===== src/rtl/pwd_pkg.sv =====
package pwd_pkg;
  typedef enum logic [1:0] {
    WM_MERGE = 2'd0,
    WM_COPY  = 2'd1,
    WM_SPLAT = 2'd2,
    WM_FILL  = 2'd3
  } wmode_e;

  typedef enum logic [1:0] {
    LF_PASS = 2'd0,
    LF_AND  = 2'd1,
    LF_OR   = 2'd2,
    LF_XOR  = 2'd3
  } lfunc_e;
endpackage


===== src/rtl/pwd_rotator.sv =====
module pwd_rotator #(
  parameter int DW = 8,
  localparam int RW = $clog2(DW)
) (
  input  logic [DW-1:0] data_i,
  input  logic [RW-1:0] amt_i,
  output logic [DW-1:0] data_o
);
  logic [2*DW-1:0] dbl;
  always_comb begin
    dbl    = {data_i, data_i} >> amt_i;
    data_o = dbl[DW-1:0];
  end
endmodule


===== src/rtl/pwd_latch_bank.sv =====
module pwd_latch_bank #(
  parameter int PLANES = 4,
  parameter int DW = 8,
  localparam int BW = PLANES * DW
) (
  input  logic          clk_i,
  input  logic          rst_ni,
  input  logic          load_i,
  input  logic [BW-1:0] data_i,
  output logic [BW-1:0] q_o
);
  for (genvar p = 0; p < PLANES; p++) begin : g_plane
    always_ff @(posedge clk_i or negedge rst_ni) begin
      if (!rst_ni)     q_o[p*DW +: DW] <= '0;
      else if (load_i) q_o[p*DW +: DW] <= data_i[p*DW +: DW];
    end
  end
endmodule


===== src/rtl/pwd_plane_lane.sv =====
module pwd_plane_lane
  import pwd_pkg::*;
#(
  parameter int DW = 8
) (
  input  wmode_e        mode_i,
  input  lfunc_e        func_i,
  input  logic [DW-1:0] rot_data_i,
  input  logic          cpu_bit_i,
  input  logic          sr_i,
  input  logic          sr_en_i,
  input  logic [DW-1:0] mask_i,
  input  logic [DW-1:0] latch_i,
  output logic [DW-1:0] res_o
);
  logic [DW-1:0] src, alu, merged, fill_sel;

  always_comb begin
    unique case (mode_i)
      WM_SPLAT: src = {DW{cpu_bit_i}};
      default:  src = sr_en_i ? {DW{sr_i}} : rot_data_i;
    endcase
  end

  always_comb begin
    unique case (func_i)
      LF_AND:  alu = src & latch_i;
      LF_OR:   alu = src | latch_i;
      LF_XOR:  alu = src ^ latch_i;
      default: alu = src;
    endcase
  end

  always_comb begin
    merged   = (alu & mask_i) | (latch_i & ~mask_i);
    fill_sel = rot_data_i & mask_i;
    unique case (mode_i)
      WM_COPY: res_o = latch_i;
      WM_FILL: res_o = (fill_sel & {DW{sr_i}}) | (latch_i & ~fill_sel);
      default: res_o = merged;
    endcase
  end
endmodule


===== src/rtl/planar_wr_datapath.sv =====
module planar_wr_datapath
  import pwd_pkg::*;
#(
  parameter int PLANES = 4,
  parameter int DW = 8,
  localparam int RW = $clog2(DW),
  localparam int BW = PLANES * DW
) (
  input  logic              clk_i,
  input  logic              rst_ni,
  input  logic              rd_i,
  input  logic [BW-1:0]     rd_data_i,
  input  logic              wr_i,
  input  logic [DW-1:0]     cpu_data_i,
  input  logic [1:0]        wr_mode_i,
  input  logic [PLANES-1:0] set_reset_i,
  input  logic [PLANES-1:0] sr_en_i,
  input  logic [RW-1:0]     rot_i,
  input  logic [1:0]        func_i,
  input  logic [DW-1:0]     bit_mask_i,
  input  logic [PLANES-1:0] plane_en_i,
  output logic [BW-1:0]     wr_data_o,
  output logic [PLANES-1:0] wr_stb_o
);
  logic [BW-1:0] latch_q;
  logic [BW-1:0] res;
  logic [DW-1:0] rot_data;
  wmode_e        mode;
  lfunc_e        func;

  assign mode = wmode_e'(wr_mode_i);
  assign func = lfunc_e'(func_i);

  pwd_latch_bank #(.PLANES(PLANES), .DW(DW)) u_latch (
    .clk_i  (clk_i),
    .rst_ni (rst_ni),
    .load_i (rd_i),
    .data_i (rd_data_i),
    .q_o    (latch_q)
  );

  pwd_rotator #(.DW(DW)) u_rot (
    .data_i (cpu_data_i),
    .amt_i  (rot_i),
    .data_o (rot_data)
  );

  for (genvar p = 0; p < PLANES; p++) begin : g_lane
    pwd_plane_lane #(.DW(DW)) u_lane (
      .mode_i     (mode),
      .func_i     (func),
      .rot_data_i (rot_data),
      .cpu_bit_i  (cpu_data_i[p % DW]),
      .sr_i       (set_reset_i[p]),
      .sr_en_i    (sr_en_i[p]),
      .mask_i     (bit_mask_i),
      .latch_i    (latch_q[p*DW +: DW]),
      .res_o      (res[p*DW +: DW])
    );
  end

  always_ff @(posedge clk_i or negedge rst_ni) begin
    if (!rst_ni) begin
      wr_data_o <= '0;
      wr_stb_o  <= '0;
    end else begin
      wr_stb_o <= wr_i ? plane_en_i : '0;
      if (wr_i) wr_data_o <= res;
    end
  end
endmodule


===== config.mk =====
export PLATFORM = sky130hd
export DESIGN_NAME = planar_wr_datapath
export DESIGN_NICKNAME = d
export VERILOG_FILES = /design/src/rtl/pwd_pkg.sv /design/src/rtl/pwd_rotator.sv /design/src/rtl/pwd_latch_bank.sv /design/src/rtl/pwd_plane_lane.sv /design/src/rtl/planar_wr_datapath.sv
export SDC_FILE = /design/constraint.sdc
export NUM_CORES = 1
export LEC_CHECK = 0
export BUFFER_PORTS_ARGS = -buffer_cell sky130_fd_sc_hd__buf_2
export CAP_MARGIN = 5
export CORE_UTILIZATION = 54
export DETAILED_ROUTE_END_ITERATION = 16
export GPL_TIMING_DRIVEN = 0
export PLACE_DENSITY = 0.79
export SYNTH_ARGS = -nofsm -noshare
export SYNTH_HDL_FRONTEND = slang
export SYNTH_HIERARCHICAL = 1
export SYNTH_SLANG_ARGS = --single-unit
export TNS_END_PERCENT = 10

===== constraint.sdc =====
create_clock -name clk_i -period 1.9 [get_ports clk_i]
set_clock_uncertainty 0.05 [all_clocks]
set_input_delay 0.38 -clock clk_i [delete_from_list [all_inputs] [get_ports clk_i]]
set_output_delay 0.38 -clock clk_i [all_outputs]
set_load 0.01 [all_outputs]

==> insert_results.sql, run 1 <==
INSERT INTO impl_metrics (metric_group, metric, value, unit) VALUES
('cells_and_area', 'layoutNonFillerInstCount', '1023', ''),
('cts', 'cts_tree', 'done', ''),
('cts', 'clk_latency', '0.36', 'ns'),
('timing', 'post-route-period-util', '153', '%'),
('synthesis', 'synthMuxAreaShare', '21.3', '%'),
('route', 'drt-wirelength-per-cell', '23.6', 'µm'),
('worst_setup_path', 'startpoint_class_of_the_critical_path', 'input port', ''),
('route', 'routed-via-count', '6848', ''),
('cts', 'clockRootBuffer', 'sky130_fd_sc_hd__clkbuf_16', ''),
('global_route', 'initial_antenna_violation_count', '1', ''),
('global_route', 'grt_pass1_vias', '7007', ''),
('cells_and_area', 'syn_to_final_growth', '23.9', '%'),
('die', 'floorplan.die.height', '120', 'µm'),
('worst_setup_path', 'path_depth', '10', ''),
('synthesis', 'combinational_family_with_the_most_area_after_synthesis', 'compound AO/OA/AOI/OAI gates', ''),
('global_route', 'gr-usage-all-layers', '32.9', '%'),
('timing', 'finalMaxSlewViolations', '0', ''),
('worst_setup_path', 'crit-reg2reg-capture', 'wr_data_o[31]', ''),
('synthesis', 'ys_ff_latch', '68', ''),
('min_path', 'min-delay-path-class', 'in2async', ''),
('placed_design', 'placed_cells_incl_taps', '977', ''),
('timing', 'setup-violations-final', '32', ''),
('synthesis', 'synth_top_cell_by_area', 'sky130_fd_sc_hd__dfrtp_1', ''),
('cells_and_area', 'finish.instance_area', '9340', 'µm²'),
('status', 'failed_checks', 'setup timing', ''),
('synthesis', 'fraction_of_the_mapped_netlist_area_in_compound_gates', '24.0', '%'),
('worst_setup_path', 'crit_end', 'wr_data_o[31]', ''),
('worst_setup_path', 'cp_common_cell', 'sky130_fd_sc_hd__mux2_4', ''),
('worst_setup_path', 'critPathRequiredTime', '2.09', 'ns'),
('global_route', 'global_route.overflow_total', '0', ''),
('timing', 'post-route-worst-setup-slack', '-1.01', 'ns'),
('worst_setup_path', 'crit_arrival', '3.10', 'ns'),
('worst_setup_path', 'worstSetupStartpoint', 'rot_i[2]', ''),
('status', 'run_status', 'complete, but fails checks', ''),
('worst_setup_path', 'critical_path_class', 'in2reg', ''),
('worst_setup_path', 'timing.critical_path.cells', 'buf_12 -> mux4_2 -> mux2_4 -> and2b_1 -> o21a_1 -> ha_1 -> mux2_2 -> a2111oi_2 -> a222oi_1 -> mux2_4', ''),
('cts', 'cts.path.max_buffers', '2', ''),
('worst_setup_path', 'timing.reg2reg.worst_path_depth', '6', ''),
('route', 'total_iterations_of_the_first_detailed_routing_run', '7', ''),
('global_route', 'grt_first_pass_wirelength', '36300', 'µm'),
('worst_setup_path', 'slowest_stage', 'sky130_fd_sc_hd__mux4_2', ''),
('placed_design', 'gp_congestion', '0.893', ''),
('worst_setup_path', 'rr_startpoint', 'u_latch/q_o[31]', ''),
('die', 'dieWidth', '120', 'µm'),
('die', 'core', '13500', 'µm²'),
('global_route', 'largest_net_degree_at_the_start_of_global_routing', '69', ''),
('worst_setup_path', 'r2r_setup_slack', '-0.19', 'ns'),
('placed_design', 'dp_hpwl', '15700', 'µm'),
('route', 'route.final.wire_length', '24100', 'µm'),
('synthesis', 'synthXorXnorAreaFrac', '0', '%'),
('cts', 'cts.clk_slew.worst_paths', '0.06', 'ns'),
('worst_setup_path', 'peak_per_stage_delay_on_the_critical_path', '0.56', 'ns'),
('synthesis', 'post_synthesis_net_count', '838', ''),
('synthesis', 'synth_fa_ha_area_share', '10.6', '%'),
('synthesis', 'yosysSeqAreaShare', '22.6', '%'),
('synthesis', 'synth_simple_gate_area_share', '9.89', '%'),
('synthesis', 'synth_warnings', '6', ''),
('timing', 'rsz0062_at_grt', 'yes', ''),
('placed_design', 'buffer_ports.inserted', '98', ''),
('cells_and_area', 'drive_above_1_share', '44.6', '%'),
('cts', 'numCtsBuffers', '9', ''),
('die', 'design.portCount', '107', ''),
('pwr', 'power-per-cell-area', '680', 'nW/µm²'),
('timing', 'timing_worst_slew_pin_value', '0.883', 'ns'),
('die', 'initial_utilization', '56.0', '%'),
('worst_setup_path', 'sort_of_element_at_the_end_of_the_critical_path', 'flop', ''),
('route', 'antenna_violating_nets_post_route', '0', ''),
('flow_run', 'cap_viol_max_count', '0', ''),
('cts', 'clock_sinks', '68', ''),
('route', 'via_per_inst', '6.69', ''),
('worst_setup_path', 'crit_fanout', '8', '');
## cells by family (layout without fill, tap and decap cells)
group,after synthesis,in the layout
mux,112,116
simple gates,102,102
flops,68,68
other cells,0,1
compound gates,224,224
buf+inv,133,272
fa+ha+maj,64,64
## layer usage
layer	GRT usage, %	wire length, µm	up-vias	part of all wire (%)
li1	-	-	2993	-
met1	40.1	9540	3352	40
met2	52.9	11300	387	47
met3	5.56	1830	116	7.6
met4	22.6	1480	0	6.1
met5	0	0	-	0
## cell usage after synthesis, drive strengths merged
cell type / number
a2111oi: 32
a211oi: 10
a21bo: 10
a21oi: 32
a222oi: 22
a41o: 22
and2: 8
and2b: 26
and3: 10
and3b: 4
buf: 55
clkbuf: 10
dfrtp: 68
ha: 64
inv: 68
mux2: 104
mux4: 8
nor2: 4
nor2b: 10
nor3b: 32
o21a: 32
o21ai: 32
o311ai: 32
or2: 4
or3b: 4
## per-stage QoR
stage / worst slack, ns / util, % / total power (W) / hold slack (ns) / setup TNS (ns)
global route: -1.07 / 69.4 / 0.00666 / 0.187 / -31.71
floorplan: -1.05 / - / 0.00344 / 0.0344 / -33.08
global placement: -1.29 / 62.9 / 0.00400 / 0.440 / -39.35
finish: -1.01 / 69.4 / 0.00635 / 0.105 / -29.80
CTS: -0.935 / 67.1 / 0.00619 / 0.135 / -28.30
detailed placement: -1.37 / 62.9 / 0.00413 / 0.440 / -41.34
## power breakdown
part	leakage (nW)	total, W	switching, W	internal (W)
registers	0.798	0.00182	0.000166	0.00166
logic	3.46	0.00262	0.00129	0.00132
clock network	0.166	0.00191	0.000690	0.00122
total	4.43	0.00635	0.00215	0.00420
## registers in the layout (all words and copies together) (netlist names)
name / count
wr_data_o: 32
wr_stb_o: 4
u_latch/q_o: 32
## final cells by class
| type | count | area, µm² |
|---|---|---|
| antenna | 1 | 2.50 |
| buffer | 65 | 638 |
| clock buffer | 11 | 253 |
| clock inverter | 5 | 82.6 |
| fill | 991 | 4110 |
| inverter | 68 | 255 |
| multi-input combinational | 506 | 5510 |
| sequential | 68 | 1700 |
| tap | 176 | 220 |
| timing repair buffer | 123 | 681 |
## cell usage in the layout, fill, tap and decap left out, types with 2 or more instances in the layout
cell type                   instances
sky130_fd_sc_hd__buf_2            109
sky130_fd_sc_hd__mux2_4            80
sky130_fd_sc_hd__inv_1             68
sky130_fd_sc_hd__dfrtp_1           68
sky130_fd_sc_hd__ha_1              64
sky130_fd_sc_hd__o21a_1            32
sky130_fd_sc_hd__nor3b_1           32
sky130_fd_sc_hd__o311ai_0          32
sky130_fd_sc_hd__a21oi_1           32
sky130_fd_sc_hd__buf_6             31
sky130_fd_sc_hd__mux2_2            28
sky130_fd_sc_hd__buf_4             28
sky130_fd_sc_hd__and2b_1           26
sky130_fd_sc_hd__o21ai_1           23
sky130_fd_sc_hd__a41o_1            22
sky130_fd_sc_hd__a222oi_1          22
sky130_fd_sc_hd__a2111oi_4         21
sky130_fd_sc_hd__a2111oi_2         11
sky130_fd_sc_hd__a21bo_2           10
sky130_fd_sc_hd__and3_1            10
sky130_fd_sc_hd__clkbuf_16          9
sky130_fd_sc_hd__clkbuf_1           9
sky130_fd_sc_hd__a211oi_1           9
sky130_fd_sc_hd__o21ai_2            9
sky130_fd_sc_hd__mux4_2             8
sky130_fd_sc_hd__buf_12             7
sky130_fd_sc_hd__and2_1             6
sky130_fd_sc_hd__nor2b_2            5
sky130_fd_sc_hd__or2_1              4
sky130_fd_sc_hd__or3b_1             4
sky130_fd_sc_hd__nor2_2             4
sky130_fd_sc_hd__and3b_1            4
sky130_fd_sc_hd__nor2b_4            3
sky130_fd_sc_hd__bufinv_16          2
sky130_fd_sc_hd__clkbuf_8           2
sky130_fd_sc_hd__nor2b_1            2
sky130_fd_sc_hd__and2_4             2
sky130_fd_sc_hd__buf_8              2
sky130_fd_sc_hd__clkbuf_2           2
## worst min path at each step
stage	startpoint	end	slack, ns
floorplan	rst_ni	u_latch/q_o[0]	0.03
global placement	wr_data_o[16]	wr_data_o[16]	0.44
detailed placement	wr_data_o[26]	wr_data_o[26]	0.44
CTS	rst_ni	wr_data_o[10]	0.14
global route	rst_ni	u_latch/q_o[13]	0.19
finish	rst_ni	wr_data_o[10]	0.10
## timing repair
item,CTS,global route
cloned,0,4
gates resized for setup,16,29
setup buffers,17,8
endpoints found under the hold margin,0,0
setup endpoints to repair,32,32
pin swaps,21,19
hold buffers,0,0
(Power assumes the default switching activity.)
==> run 2, diff against run 1 <==
- CORE_UTILIZATION: 54 -> 55
- CTS_BUF_LIST: default -> sky130_fd_sc_hd__clkbuf_4 sky130_fd_sc_hd__clkbuf_8
- PLACE_DENSITY: 0.79 -> 0.8
==> run 2 against run 1 <==
  * The flow still finishes with violations (setup timing)
  * Sequential share of layout area is 0.081 points higher
  * Critical path depth unchanged
  * Clock-buffer cell count is 1 higher
  * Setup slack improved by 0.12 ns
  * Flip-flop and latch count unchanged
==> insert_results.sql, run 2 (synthesized netlist as in run 1, its figures left out) <==
INSERT INTO impl_metrics (metric_group, metric, value, unit) VALUES
('worst_setup_path', 'timing.critical_path.cells', 'buf_2 -> mux4_2 -> mux2_4 -> and2b_2 -> o21ai_2 -> ha_1 -> mux2_4 -> a2111oi_4 -> a222oi_1 -> mux2_4', ''),
('cts', 'clk_latency', '0.39', 'ns'),
('cells_and_area', 'layout.cells.most_common_list', 'sky130_fd_sc_hd__buf_2, sky130_fd_sc_hd__mux2_4, sky130_fd_sc_hd__inv_1, sky130_fd_sc_hd__dfrtp_1, sky130_fd_sc_hd__ha_1', ''),
('pwr', 'pwr-share-seq', '31.4', '%'),
('pwr', 'p_leak', '4.39', 'nW'),
('cts', 'clock_sinks', '68', ''),
('placed_design', 'gp_congestion', '0.881', ''),
('timing', 'fin_crit', '2.80', 'ns'),
('cells_and_area', 'finish.instance_area', '9300', 'µm²'),
('die', 'fp.dieArea', '14200', 'µm²'),
('min_path', 'min-delay-path-class', 'in2async', ''),
('cells_and_area', 'final_nets', '977', ''),
('pwr', 'internal_power', '0.00368', 'W'),
('die', 'rows', '42', ''),
('worst_setup_path', 'slowest_stage', 'sky130_fd_sc_hd__mux4_2', ''),
('route', 'met1_length', '9260', 'µm'),
('worst_setup_path', 'cp_common_cell', 'sky130_fd_sc_hd__mux2_4', ''),
('timing', 'timing.setup.tns', '-27.15', 'ns'),
('pwr', 'share_comb_of_total_power', '45.4', '%'),
('cts', 'cts.path.max_buffers', '2', ''),
('route', 'routed-via-count', '6735', ''),
('timing', 'max-slew-margin-rel', '39.4', '%'),
('route', 'remaining_drc_errors', '0', ''),
('global_route', 'gr-usage-all-layers', '34.0', '%'),
('worst_setup_path', 'startpoint_class_of_the_critical_path', 'input port', ''),
('route', 'route.final.wire_length', '23500', 'µm'),
('timing', 'timing_hold_violations_final', '0', ''),
('die', 'floorplan.die.height', '119', 'µm'),
('cells_and_area', 'drive_above_1_share', '44.7', '%'),
('timing', 'hold-worst-slack', '0.0738', 'ns'),
('worst_setup_path', 'critPathRequiredTime', '2.12', 'ns'),
('global_route', 'global_route.overflow_total', '0', ''),
('timing', 'post-route-period-util', '147', '%'),
('cells_and_area', 'layout_top_registers', 'u_latch/q_o (32), wr_data_o (32), wr_stb_o (4)', ''),
('placed_design', 'post_dp_cell_area', '8470', 'µm²'),
('route', 'via_per_inst', '6.58', ''),
('worst_setup_path', 'critical_path_class', 'in2reg', ''),
('global_route', 'grt_first_pass_wirelength', '37300', 'µm'),
('global_route', 'largest_net_degree_at_the_start_of_global_routing', '69', ''),
('placed_design', 'dp_hpwl', '15500', 'µm'),
('pwr', 'worst_vdd_drop', '0.451', 'mV'),
('placed_design', 'placed_cells_incl_taps', '977', ''),
('route', 'route.met3.wl', '2110', 'µm'),
('die', 'design.portCount', '107', ''),
('cells_and_area', 'syn_to_final_growth', '23.3', '%'),
('die', 'initial_utilization', '56.7', '%'),
('pwr', 'total_switching_power', '0.00210', 'W'),
('cells_and_area', 'layoutNonFillerInstCount', '1024', ''),
('cells_and_area', 'leading_cell_type_in_the_layout_fill_and_taps_excluded', 'sky130_fd_sc_hd__buf_2', ''),
('route', 'route.met2.wl', '10800', 'µm'),
('global_route', 'initial_antenna_violation_count', '1', ''),
('route', 'total_iterations_of_the_first_detailed_routing_run', '6', ''),
('route', 'highest-signal-layer', 'met4', ''),
('cts', 'clockRootBuffer', 'sky130_fd_sc_hd__clkbuf_8', ''),
('timing', 'rsz0062_at_grt', 'yes', ''),
('status', 'run_status', 'complete, but fails checks', ''),
('route', 'drt-wirelength-per-cell', '23.0', 'µm'),
('worst_setup_path', 'sort_of_element_at_the_end_of_the_critical_path', 'flop', ''),
('pwr', 'power', '0.00578', 'W'),
('worst_setup_path', 'peak_per_stage_delay_on_the_critical_path', '0.48', 'ns'),
('pwr', 'sw_ratio', '36.4', '%'),
('global_route', 'grt_pass1_vias', '6849', ''),
('cts', 'numCtsBuffers', '9', ''),
('timing', 'timing_worst_slew_pin_value', '0.909', 'ns'),
('timing', 'post-route-worst-setup-slack', '-0.896', 'ns'),
('pwr', 'clock_power_share', '23.1', '%'),
('placed_design', 'buffer_ports.inserted', '98', ''),
('status', 'failed_checks', 'setup timing', ''),
('pwr', 'power-per-cell-area', '622', 'nW/µm²'),
('route', 'antenna_violating_nets_post_route', '0', ''),
('worst_setup_path', 'crit_fanout', '7', ''),
('timing', 'finalMaxSlewViolations', '0', ''),
('flow_run', 'cap_viol_max_count', '0', ''),
('timing', 'setup-violations-final', '32', ''),
('cts', 'cts_tree', 'done', ''),
('die', 'core', '13300', 'µm²'),
('worst_setup_path', 'crit_arrival', '3.02', 'ns'),
('route', 'drt_iter0_drc', '686', ''),
('die', 'dieWidth', '119', 'µm'),
('timing', 'max_clock_freq', '0.358', 'GHz'),
('cts', 'cts.clk_slew.worst_paths', '0.08', 'ns'),
('cts', 'ctsHtreeMaxLevel', '3', '');
## run 2: timing repair
item	in CTS	in global routing
resized for setup	40	17
setup endpoints to repair	32	32
pin swaps	26	20
setup buffers	25	3
cloned	2	0
hold buffers	0	0
## run 2: metal layers
layer  track usage (%)  up-vias
met5                 0        -
met4              21.7        0
met3              6.75      108
met2              53.4      405
met1              42.7     3233
li1                  -     2989
## run 2: cell type report
class / instances / area, µm²
Sequential cell: 68 / 1700
Multi-Input combinational cell: 504 / 5570
Clock buffer: 12 / 159
Inverter: 68 / 255
Antenna cell: 1 / 2.50
Clock inverter: 4 / 47.5
Fill cell: 960 / 4000
Buffer: 65 / 637
Tap cell: 176 / 220
Timing Repair Buffer: 126 / 708
## run 2: path summary, 6_finish.rpt
path / startpoint / to / slack, ns / depth (start not counted)
worst max-delay path: cpu_data_i[3] / wr_data_o[25] / -0.90 / 10
worst min-delay path: rst_ni / wr_data_o[21] / 0.07 / 1
worst max register to register: u_latch/q_o[8] / wr_data_o[8] / -0.13 / 6
worst min register to register: wr_data_o[26] / wr_data_o[26] / 0.46 / 1
max in group asynchronous: rst_ni / u_latch/q_o[25] / 1.16 / 1
min in group clk_i: plane_en_i[0] / wr_stb_o[0] / 0.14 / 2
## run 2: critical path: cells and delay by family
family / cells / cell delay (ns)
buffers and inverters: 1 / 0.14
adders and majority gates: 1 / 0.25
and+or+nand+nor: 1 / 0.25
muxes: 4 / 1.43
AOI/OAI and AO/OA: 3 / 0.56
## run 2: per-stage QoR
| step | worst slack [ns] | util, % |
|---|---|---|
| finish | -0.896 | 69.9 |
| global route | -0.962 | 69.9 |
| CTS | -0.842 | 69.1 |
| detailed placement | -1.34 | 63.7 |
| global placement | -1.29 | 63.7 |
| floorplan | -1.05 | - |
## run 2: power by group through the flow
stage	Clock, W	Combinational (W)	Sequential (W)
5_1_grt	0.00141	0.00280	0.00184
2_1_floorplan	0	0.00157	0.00187
3_3_place_gp	0	0.00217	0.00182
6_report	0.00134	0.00263	0.00182
4_1_cts	0.00135	0.00253	0.00182
3_5_place_dp	0	0.00228	0.00184
